`src/rtl/irq_level_pkg.sv`:
```
package irq_level_pkg;
  localparam int NUM_CLASS = 4;
  localparam int CAUSE_W   = 3;
  localparam int LEVEL_W   = 3;

  // class index: 0 device, 1 timer, 2 peer, 3 machine check
  // cause code is NUM_CLASS - index, so higher index = higher urgency
  typedef enum logic [CAUSE_W-1:0] {
    CAUSE_NONE    = 3'd0,
    CAUSE_MACHINE = 3'd1,
    CAUSE_PEER    = 3'd2,
    CAUSE_TIMER   = 3'd3,
    CAUSE_DEVICE  = 3'd4
  } cause_e;

  typedef struct packed {
    logic [NUM_CLASS-1:0] passMask;  // per-class eligibility
    logic                 anyOpen;   // at least one class can pass
  } gate_s;
endpackage

```
`src/rtl/irq_gate_ctrl.sv`:
```
module irq_gate_ctrl
  import irq_level_pkg::*;
#(
  parameter int DEV_MAX_LVL  = 3,
  parameter int TMR_MAX_LVL  = 4,
  parameter int PEER_MAX_LVL = 5,
  parameter int MCHK_MAX_LVL = 6
) (
  input  logic [LEVEL_W-1:0] ipl,
  input  logic               privMode,
  output gate_s              gate
);
  localparam int MAX_LVL [NUM_CLASS] = '{DEV_MAX_LVL, TMR_MAX_LVL, PEER_MAX_LVL, MCHK_MAX_LVL};

  logic [NUM_CLASS-1:0] passMask;

  for (genvar g = 0; g < NUM_CLASS; g++) begin : g_class
    assign passMask[g] = !privMode && (int'(ipl) <= MAX_LVL[g]);
  end

  always_comb begin
    gate.passMask = passMask;
    gate.anyOpen  = |passMask;
  end
endmodule

```
`src/rtl/irq_pick_dp.sv`:
```
module irq_pick_dp
  import irq_level_pkg::*;
#(
  parameter int ERR_W = 8
) (
  input  logic                 clk,
  input  logic                 rstN,
  input  logic [NUM_CLASS-1:0] reqVec,
  input  gate_s                gate,
  output logic                 take,
  output logic [CAUSE_W-1:0]   cause,
  output logic [ERR_W-1:0]     errCode
);
  logic [NUM_CLASS-1:0] eligible;
  logic [CAUSE_W-1:0]   pickCause;
  logic                 pickAny;

  always_comb begin
    eligible  = reqVec & (gate.anyOpen ? gate.passMask : '0);
    pickAny   = |eligible;
    pickCause = CAUSE_NONE;
    for (int i = 0; i < NUM_CLASS; i++) begin
      if (eligible[i]) pickCause = CAUSE_W'(NUM_CLASS - i);
    end
  end

  always_ff @(posedge clk) begin
    if (!rstN) begin
      take    <= 1'b0;
      cause   <= CAUSE_NONE;
      errCode <= '0;
    end else begin
      take    <= pickAny;
      cause   <= pickCause;
      errCode <= '0;
    end
  end
endmodule

```
`src/rtl/irq_level_picker.sv`:
```
module irq_level_picker
  import irq_level_pkg::*;
#(
  parameter int ERR_W = 8
) (
  input  logic               clk,
  input  logic               rstN,
  input  logic               reqDevice,
  input  logic               reqTimer,
  input  logic               reqPeer,
  input  logic               reqMachine,
  input  logic [LEVEL_W-1:0] ipl,
  input  logic               privMode,
  output logic               take,
  output logic [CAUSE_W-1:0] cause,
  output logic [ERR_W-1:0]   errCode
);
  gate_s                gate;
  logic [NUM_CLASS-1:0] reqVec;

  assign reqVec = {reqMachine, reqPeer, reqTimer, reqDevice};

  irq_gate_ctrl u_ctrl (
    .ipl      (ipl),
    .privMode (privMode),
    .gate     (gate)
  );

  irq_pick_dp #(.ERR_W(ERR_W)) u_dp (
    .clk     (clk),
    .rstN    (rstN),
    .reqVec  (reqVec),
    .gate    (gate),
    .take    (take),
    .cause   (cause),
    .errCode (errCode)
  );
endmodule

```
`config.mk`:
```
export PLATFORM = sky130hd
export DESIGN_NAME = irq_level_picker
export DESIGN_NICKNAME = d
export VERILOG_FILES = /design/src/rtl/irq_level_pkg.sv /design/src/rtl/irq_gate_ctrl.sv /design/src/rtl/irq_pick_dp.sv /design/src/rtl/irq_level_picker.sv
export SDC_FILE = /design/constraint.sdc
export NUM_CORES = 1
export LEC_CHECK = 0
export BUFFER_PORTS_ARGS = -buffer_cell sky130_fd_sc_hd__buf_2
export CAP_MARGIN = 5
export CORE_AREA = 2 2 39 41
export CTS_CLUSTER_SIZE = 30
export DETAILED_ROUTE_END_ITERATION = 8
export DIE_AREA = 0 0 41 43
export PLACE_DENSITY_LB_ADDON = 0.15
export SYNTH_ARGS = -nofsm -noshare
export SYNTH_HDL_FRONTEND = slang
export SYNTH_SLANG_ARGS = --single-unit
```
`constraint.sdc`:
```
create_clock -name clk -period 0.9 [get_ports clk]
set_input_delay 0.135 -clock clk [delete_from_list [all_inputs] [get_ports clk]]
set_output_delay 0.135 -clock clk [all_outputs]
set_load 0.05 [all_outputs]
```
-- After elaboration in Yosys (flattened, before gate mapping)
Index checks and enable logic that the tools add are counted.
- flip-flop bits (word level): 4
- input bits: 10
- output and inout bits: 12
- word-level logic and storage cells: 24
- order comparisons: 4
- multiplexer cells: 5
- bitwise logic cells: 2
- reduce and logical (&&, ||, !) cells: 9
- operators by type and width (operator ; count):
    $reduce_or 4->1 ; 3
    $le 3x3->1 const B ; 3
    $and 4x4->4 ; 1
    $logic_and 1x1->1 ; 4
    $mux 2 ; 2
    $mux 4 ; 1
    $le 3x2->1 const B ; 1
    $mux 3 ; 1
    $reduce_or 2->1 ; 1
    $logic_not 1->1 ; 1
    $mux 1 ; 1
    $not 1->1 ; 1

-- Depth between registers and ports, before layout
Gate-level depths: netlist of run 1.
- depth in word-level cells: 9
- mapped depth: 4
- mapped depth without buffers: 4

-- Modules after synthesis
From an unflattened synthesis of run 1, not the netlist that was laid out.
- cell total of the unflattened synthesis: 31
- area, all modules: 246.5 um^2
- modules (own cells, without submodules) (module ; instances ; cells each ; area each (um^2) ; sequential area each (um^2)):
    irq_pick_dp ; 1 ; 25 ; 214.0 ; 80.1
    irq_gate_ctrl ; 1 ; 6 ; 32.5 ; 0.0

-- Least setup slack after synthesis of run 1
Ideal clock, no wire load.
- path type: flip-flop to output port
- start point: register u_dp.cause[0]
- end point: output port cause[0]
- arrival time: 587 ps
- required time: 765 ps
- slack: 178 ps
- stages on the path, launching flop included: 1
- buffers on the path: 0
- path through: dfxtp_1
- RTL lines (element ; line ; source):
    start, declared ; irq_pick_dp.sv:11 ; output logic [CAUSE_W-1:0] cause,
    start signal, assigned ; irq_pick_dp.sv:34 ; cause <= pickCause;
    end, declared ; irq_level_picker.sv:15 ; output logic [CAUSE_W-1:0] cause,
No word-level cell between the ends.

-- Worst setup path after layout of run 1
- start point: register u_dp.cause[2]
- end point: output port cause[2]
No word-level cell between the ends.

==> results of run 1 <==
==> cell families after synthesis <==
| family | Yosys count | share of synthesized area, % |
|---|---|---|
| AO/OA/AOI/OAI | 4 | 9.04 |
| AND/OR/NAND/NOR | 13 | 28.2 |
| other | 1 | 1.59 |
| flip-flops | 4 | 34.0 |
| buffers and inverters | 9 | 27.1 |
==> how the worst max path moves through the flow <==
| stage | from | to | slack, ns | depth (start not counted) |
|---|---|---|---|---|
| global placement | ipl[0] | u_dp.cause[2] | 0.05 | 5 |
| finish | u_dp.cause[2] | cause[2] | 0.05 | 1 |
| floorplan | u_dp.cause[0] | cause[0] | 0.18 | 0 |
| CTS | u_dp.cause[0] | cause[0] | 0.04 | 1 |
| detailed placement | ipl[0] | u_dp.cause[2] | 0.07 | 5 |
| global route | u_dp.cause[2] | cause[2] | 0.002 | 1 |
==> synthesized netlist by cell type <==
library cell,count,area (µm²)
conb_1,1,3.75
o21ai_1,1,5.00
buf_4,8,60.1
nand2_1,3,11.3
nand3_1,2,10.0
a31oi_1,1,6.26
nor2_1,5,18.8
a21oi_1,1,5.00
nand3b_1,1,7.51
inv_1,1,3.75
dfxtp_1,4,80.1
nor3b_2,1,12.5
o21ai_0,1,5.00
nor2b_1,1,6.26
==> power by group <==
part,total [W],switching [W],leakage (nW),internal [W]
Combinational,0.000178,0.000135,0.120,0.0000433
Clock,0.000215,0.0000660,0.0138,0.000149
Sequential,0.000191,0.00000354,0.0329,0.000188
==> stage by stage <==
step | std cells | hold slack [ns] | util [%] | setup slack (ns)
floorplan | 38 | 0.266 | - | 0.178
global placement | 59 | 0.402 | 20.7 | 0.0489
detailed placement | 59 | 0.392 | 20.7 | 0.0701
CTS | 62 | 0.145 | 23.1 | 0.0351
global route | 62 | 0.181 | 23.9 | 0.00215
finish | 62 | 0.158 | 23.9 | 0.0527
==> state kept, by name (all words and copies together), names as in the netlist <==
register and flops:
u_dp.cause 3, u_dp.take 1
==> routing by layer <==
metal | vias up | share of wire (%) | routed length [µm] | track usage [%]
met4 | 0 | 0 | 0 | 6.00
met1 | 113 | 28 | 121 | 3.50
met5 | - | 0 | 0 | 0
li1 | 114 | - | - | -
met2 | 7 | 67 | 293 | 11.9
met3 | 0 | 5.0 | 22 | 4.71
==> cells in the final DEF, fill, tap and decap left out, drive strengths merged <==
cell type / synthesis / final
clkbuf: 0 / 3
nand3: 2 / 2
nor2: 5 / 5
nor2b: 1 / 1
buf: 8 / 13
conb: 1 / 8
nand2: 3 / 3
inv: 1 / 1
a31oi: 1 / 1
o21ai: 2 / 2
a21oi: 1 / 1
nand3b: 1 / 1
nor3b: 1 / 1
dfxtp: 4 / 4
==> layout make-up <==
cell class / instances / area, µm² / area share, %
Tap cell: 16 / 20.0 / 6.06
Clock buffer: 3 / 22.5 / 6.82
Timing Repair Buffer: 13 / 86.3 / 26.1
Sequential cell: 4 / 80.1 / 24.2
Inverter: 1 / 3.75 / 1.14
Multi-Input combinational cell: 25 / 118 / 35.6
==> timing repair <==
action	CTS	global route
resized for setup	4	3
hold buffers	0	0
endpoints found under the setup margin	4	3
==> results.toml, run 1 <==
[outcome]
status = "finished, final reports clean"

[logic_synthesis]
syn_avg_cell_area_um2 = 7.59
synth.distinct_cells = 14
synth-seq-cells = 4
synth-seq-area-share_pct = 34.0
yosysWarningCount = 0
syn-cell-area_um2 = 235
synthCells = 31

[worst_setup_path]
cp-start-kind = "register"
worst_path_max_delay_cell = "dfxtp_1"
worstPathMaxFanout = 1
crit_family = "flip-flops"
cp_data_arrival_time_ns = 0.71
path_cells = "buf_4"
cp_num_buf_inv = 1
cpPeakStageDelay_ns = 0.30
end_kind = "primary output"
critical_path_class = "reg2out"
crit_required_ns = 0.76

[cts]
cts-root-buf = "clkbuf_4"
clkTransAtPathRegs_ns = 0.04
cts_buffers = 3
clockBufferDepth = 2
cts_tree = "yes"
cts_sinks = 4
htree_levels = 1
post_cts_buffers = 0

[cells_and_area]
design_area_um2 = 330
syn2layout_area_growth_pct = 40.4
antennaDiodeCount = 0
fillCellCount = 155
drive_gt1_share_pct = 37.0
nets = 58

[sta]
rsz0062_at_grt = "false"
final.min_clock_period_ns = 0.847
hold_viol_final = 0
setup_viol = 0
report.final.slew_viol_count = 0
max_freq_mhz = 1180
period_share_pct = 94.1
setup_tns_ns = 0

[routing]
drt_wl_total_um = 437
vias = 234
drt-pass1-iter-count = 2
routed_via_density = 3.77
initialDrtViolationCount = 1
post_drt_wl_per_cell_um = 7.05
drc = 0
antenna_left = 0

[place]
io_buffers = 13
place_area_um2 = 287
gp_congestion = 0.598
hpwlAfterDp_um = 386

[power_and_ir_drop]
ir_worst_vdd_v = 0.000260
p_total_w = 0.000584
power.density_mw_per_mm2 = 1770
power.leakage_nw = 0.167

[global_route]
groute.usage.overall_pct = 6.71
grt_antenna_before_repair = 0
grt_pass1_vias = 211
grt_max_degree = 5
grt_overflow = 0
grt_pass1_wl_um = 738

[min_path]
holdCritStartpoint = "rstN"
hp-class = "in2reg"
holdPathEnd = "u_dp.cause[0]"
min_path_cells = 3

[die]
die_area_mm2 = 0.00176
num_io_pins = 22
die_w_um = 41
initial_utilization_pct = 17.0
die_h_um = 43
rows = 14
core-area_mm2 = 0.00138

[flow_run]
drv_cap = 0
(Power assumes the default switching activity.)
==> inputs of run 2 (changes only) <==
Settings changed: CELL_PAD_IN_SITES_DETAIL_PLACEMENT from default to 1, CELL_PAD_IN_SITES_GLOBAL_PLACEMENT from default to 1, HOLD_SLACK_MARGIN from default to 0.15, SLEW_MARGIN from default to 10.
==> results.toml, run 2 (synthesis gave the netlist of run 1 again) <==
[outcome]
status = "finished, final reports clean"

[worst_setup_path]
critical_path_class = "reg2out"
crit_family = "flip-flops"
cpPeakStageDelay_ns = 0.30
cp_num_buf_inv = 1
cp_data_arrival_time_ns = 0.72
cp-start-kind = "register"
path_cells = "buf_4"
worst_path_max_delay_cell = "dfxtp_1"
crit_required_ns = 0.76
end_kind = "primary output"
cp_num_cells = 1
worstPathMaxFanout = 1

[min_path]
hp-class = "in2reg"
min_path_cells = 3

[power_and_ir_drop]
ir_worst_vdd_v = 0.000344
p_clk_share_pct = 37.9
combPwrFrac_pct = 30.0
intPower_w = 0.000377
power.leakage_nw = 0.165
sw_frac_of_total_pct = 36.2
p_switching_w = 0.000214
seqPwrFrac_pct = 32.1
power.density_mw_per_mm2 = 1830

[place]
hpwlAfterDp_um = 477
gp_congestion = 0.618
place_inst = 59
io_buffers = 13

[sta]
report.final.slew_viol_count = 0
setup_tns_ns = 0
period_share_pct = 95.5
setup_viol = 0
rsz0062_at_grt = "false"
final.min_clock_period_ns = 0.859
hold_viol_final = 0
max_freq_mhz = 1160

[cts]
cts_sinks = 4
cts_buffers = 3
clockBufferDepth = 2
clkTransAtPathRegs_ns = 0.04
htree_levels = 1
cts-root-buf = "clkbuf_4"
cts_tree = "yes"

[global_route]
grt_pass1_wl_um = 959
grt_pass1_vias = 248
grt_overflow = 0
groute.usage.overall_pct = 8.12
grt_antenna_before_repair = 0
grt_max_degree = 5

[cells_and_area]
nets = 58
layout_common_cells = "buf_2 (9), conb_1 (8), nor2_1 (5)"
final-instance-count-excl-fill = 62
fillCellCount = 183
syn2layout_area_growth_pct = 37.2
drive_gt1_share_pct = 37.0
layout_commonest_cell = "buf_2"
antennaDiodeCount = 0
largest_register = "u_dp.cause"
top_regs = "u_dp.cause: 3 flops, u_dp.take: 1 flops"
largest_reg_flops = 3

[routing]
drc = 0
vias = 223
antenna_left = 0
initialDrtViolationCount = 0
routed_via_density = 3.60
drt-pass1-iter-count = 1
post_drt_wl_per_cell_um = 8.94
drt_wl_total_um = 554

[flow_run]
drv_cap = 0

[die]
die_w_um = 41
num_io_pins = 22
die_h_um = 43
die_area_mm2 = 0.00176
rows = 14
core-area_mm2 = 0.00138
initial_utilization_pct = 17.0
==> run 2: cell counts in the layout (fill, tap and decap cells not counted) <==
Identical to the previous run, type by type.
==> run 2: power by group through the flow <==
stage | combinational (W) | sequential (W) | clock [W]
CTS | 0.000175 | 0.000190 | 0.000236
global placement | 0.000169 | 0.000192 | 0
detailed placement | 0.000169 | 0.000192 | 0
finish | 0.000177 | 0.000190 | 0.000224
global route | 0.000190 | 0.000191 | 0.000244
floorplan | 0.000125 | 0.000224 | 0
==> run 2: path summary, 6_finish.rpt <==
check | from | end | slack (ns)
max | u_dp.cause[2] | cause[2] | 0.04
min | rstN | u_dp.take | 0.16
==> run 2: layout make-up <==
| type | instances | area [µm²] | area share, % |
|---|---|---|---|
| Sequential cell | 4 | 80.1 | 24.8 |
| Timing Repair Buffer | 13 | 78.8 | 24.4 |
| Clock buffer | 3 | 22.5 | 6.98 |
| Tap cell | 16 | 20.0 | 6.20 |
| Multi-Input combinational cell | 25 | 118 | 36.4 |
| Inverter | 1 | 3.75 | 1.16 |
==> run 2: per-stage QoR <==
stage | setup WS, ns | power [W] | hold slack, ns | area [µm²] | util, %
floorplan | 0.178 | 0.000349 | 0.266 | 262 | -
global placement | 0.0673 | 0.000360 | 0.400 | 287 | 20.7
detailed placement | 0.0635 | 0.000361 | 0.404 | 287 | 20.7
CTS | 0.0265 | 0.000601 | 0.156 | 319 | 23.1
global route | 0.00529 | 0.000625 | 0.174 | 323 | 23.3
finish | 0.0408 | 0.000591 | 0.162 | 323 | 23.3
==> run 2: routing by layer <==
layer  vias up  global-route usage, %  part of all wire [%]
met3         0                      0                  0.54
met4         0                   8.00                     0
met1       106                   7.99                    33
li1        115                      -                     -
met5         -                      0                     0
met2         2                   13.8                    66
==> run 2: what timing repair did <==
action	in CTS	in global routing
hold buffers	0	0
setup endpoints to repair	4	1
buffers inserted	0	0
resized for setup	4	1
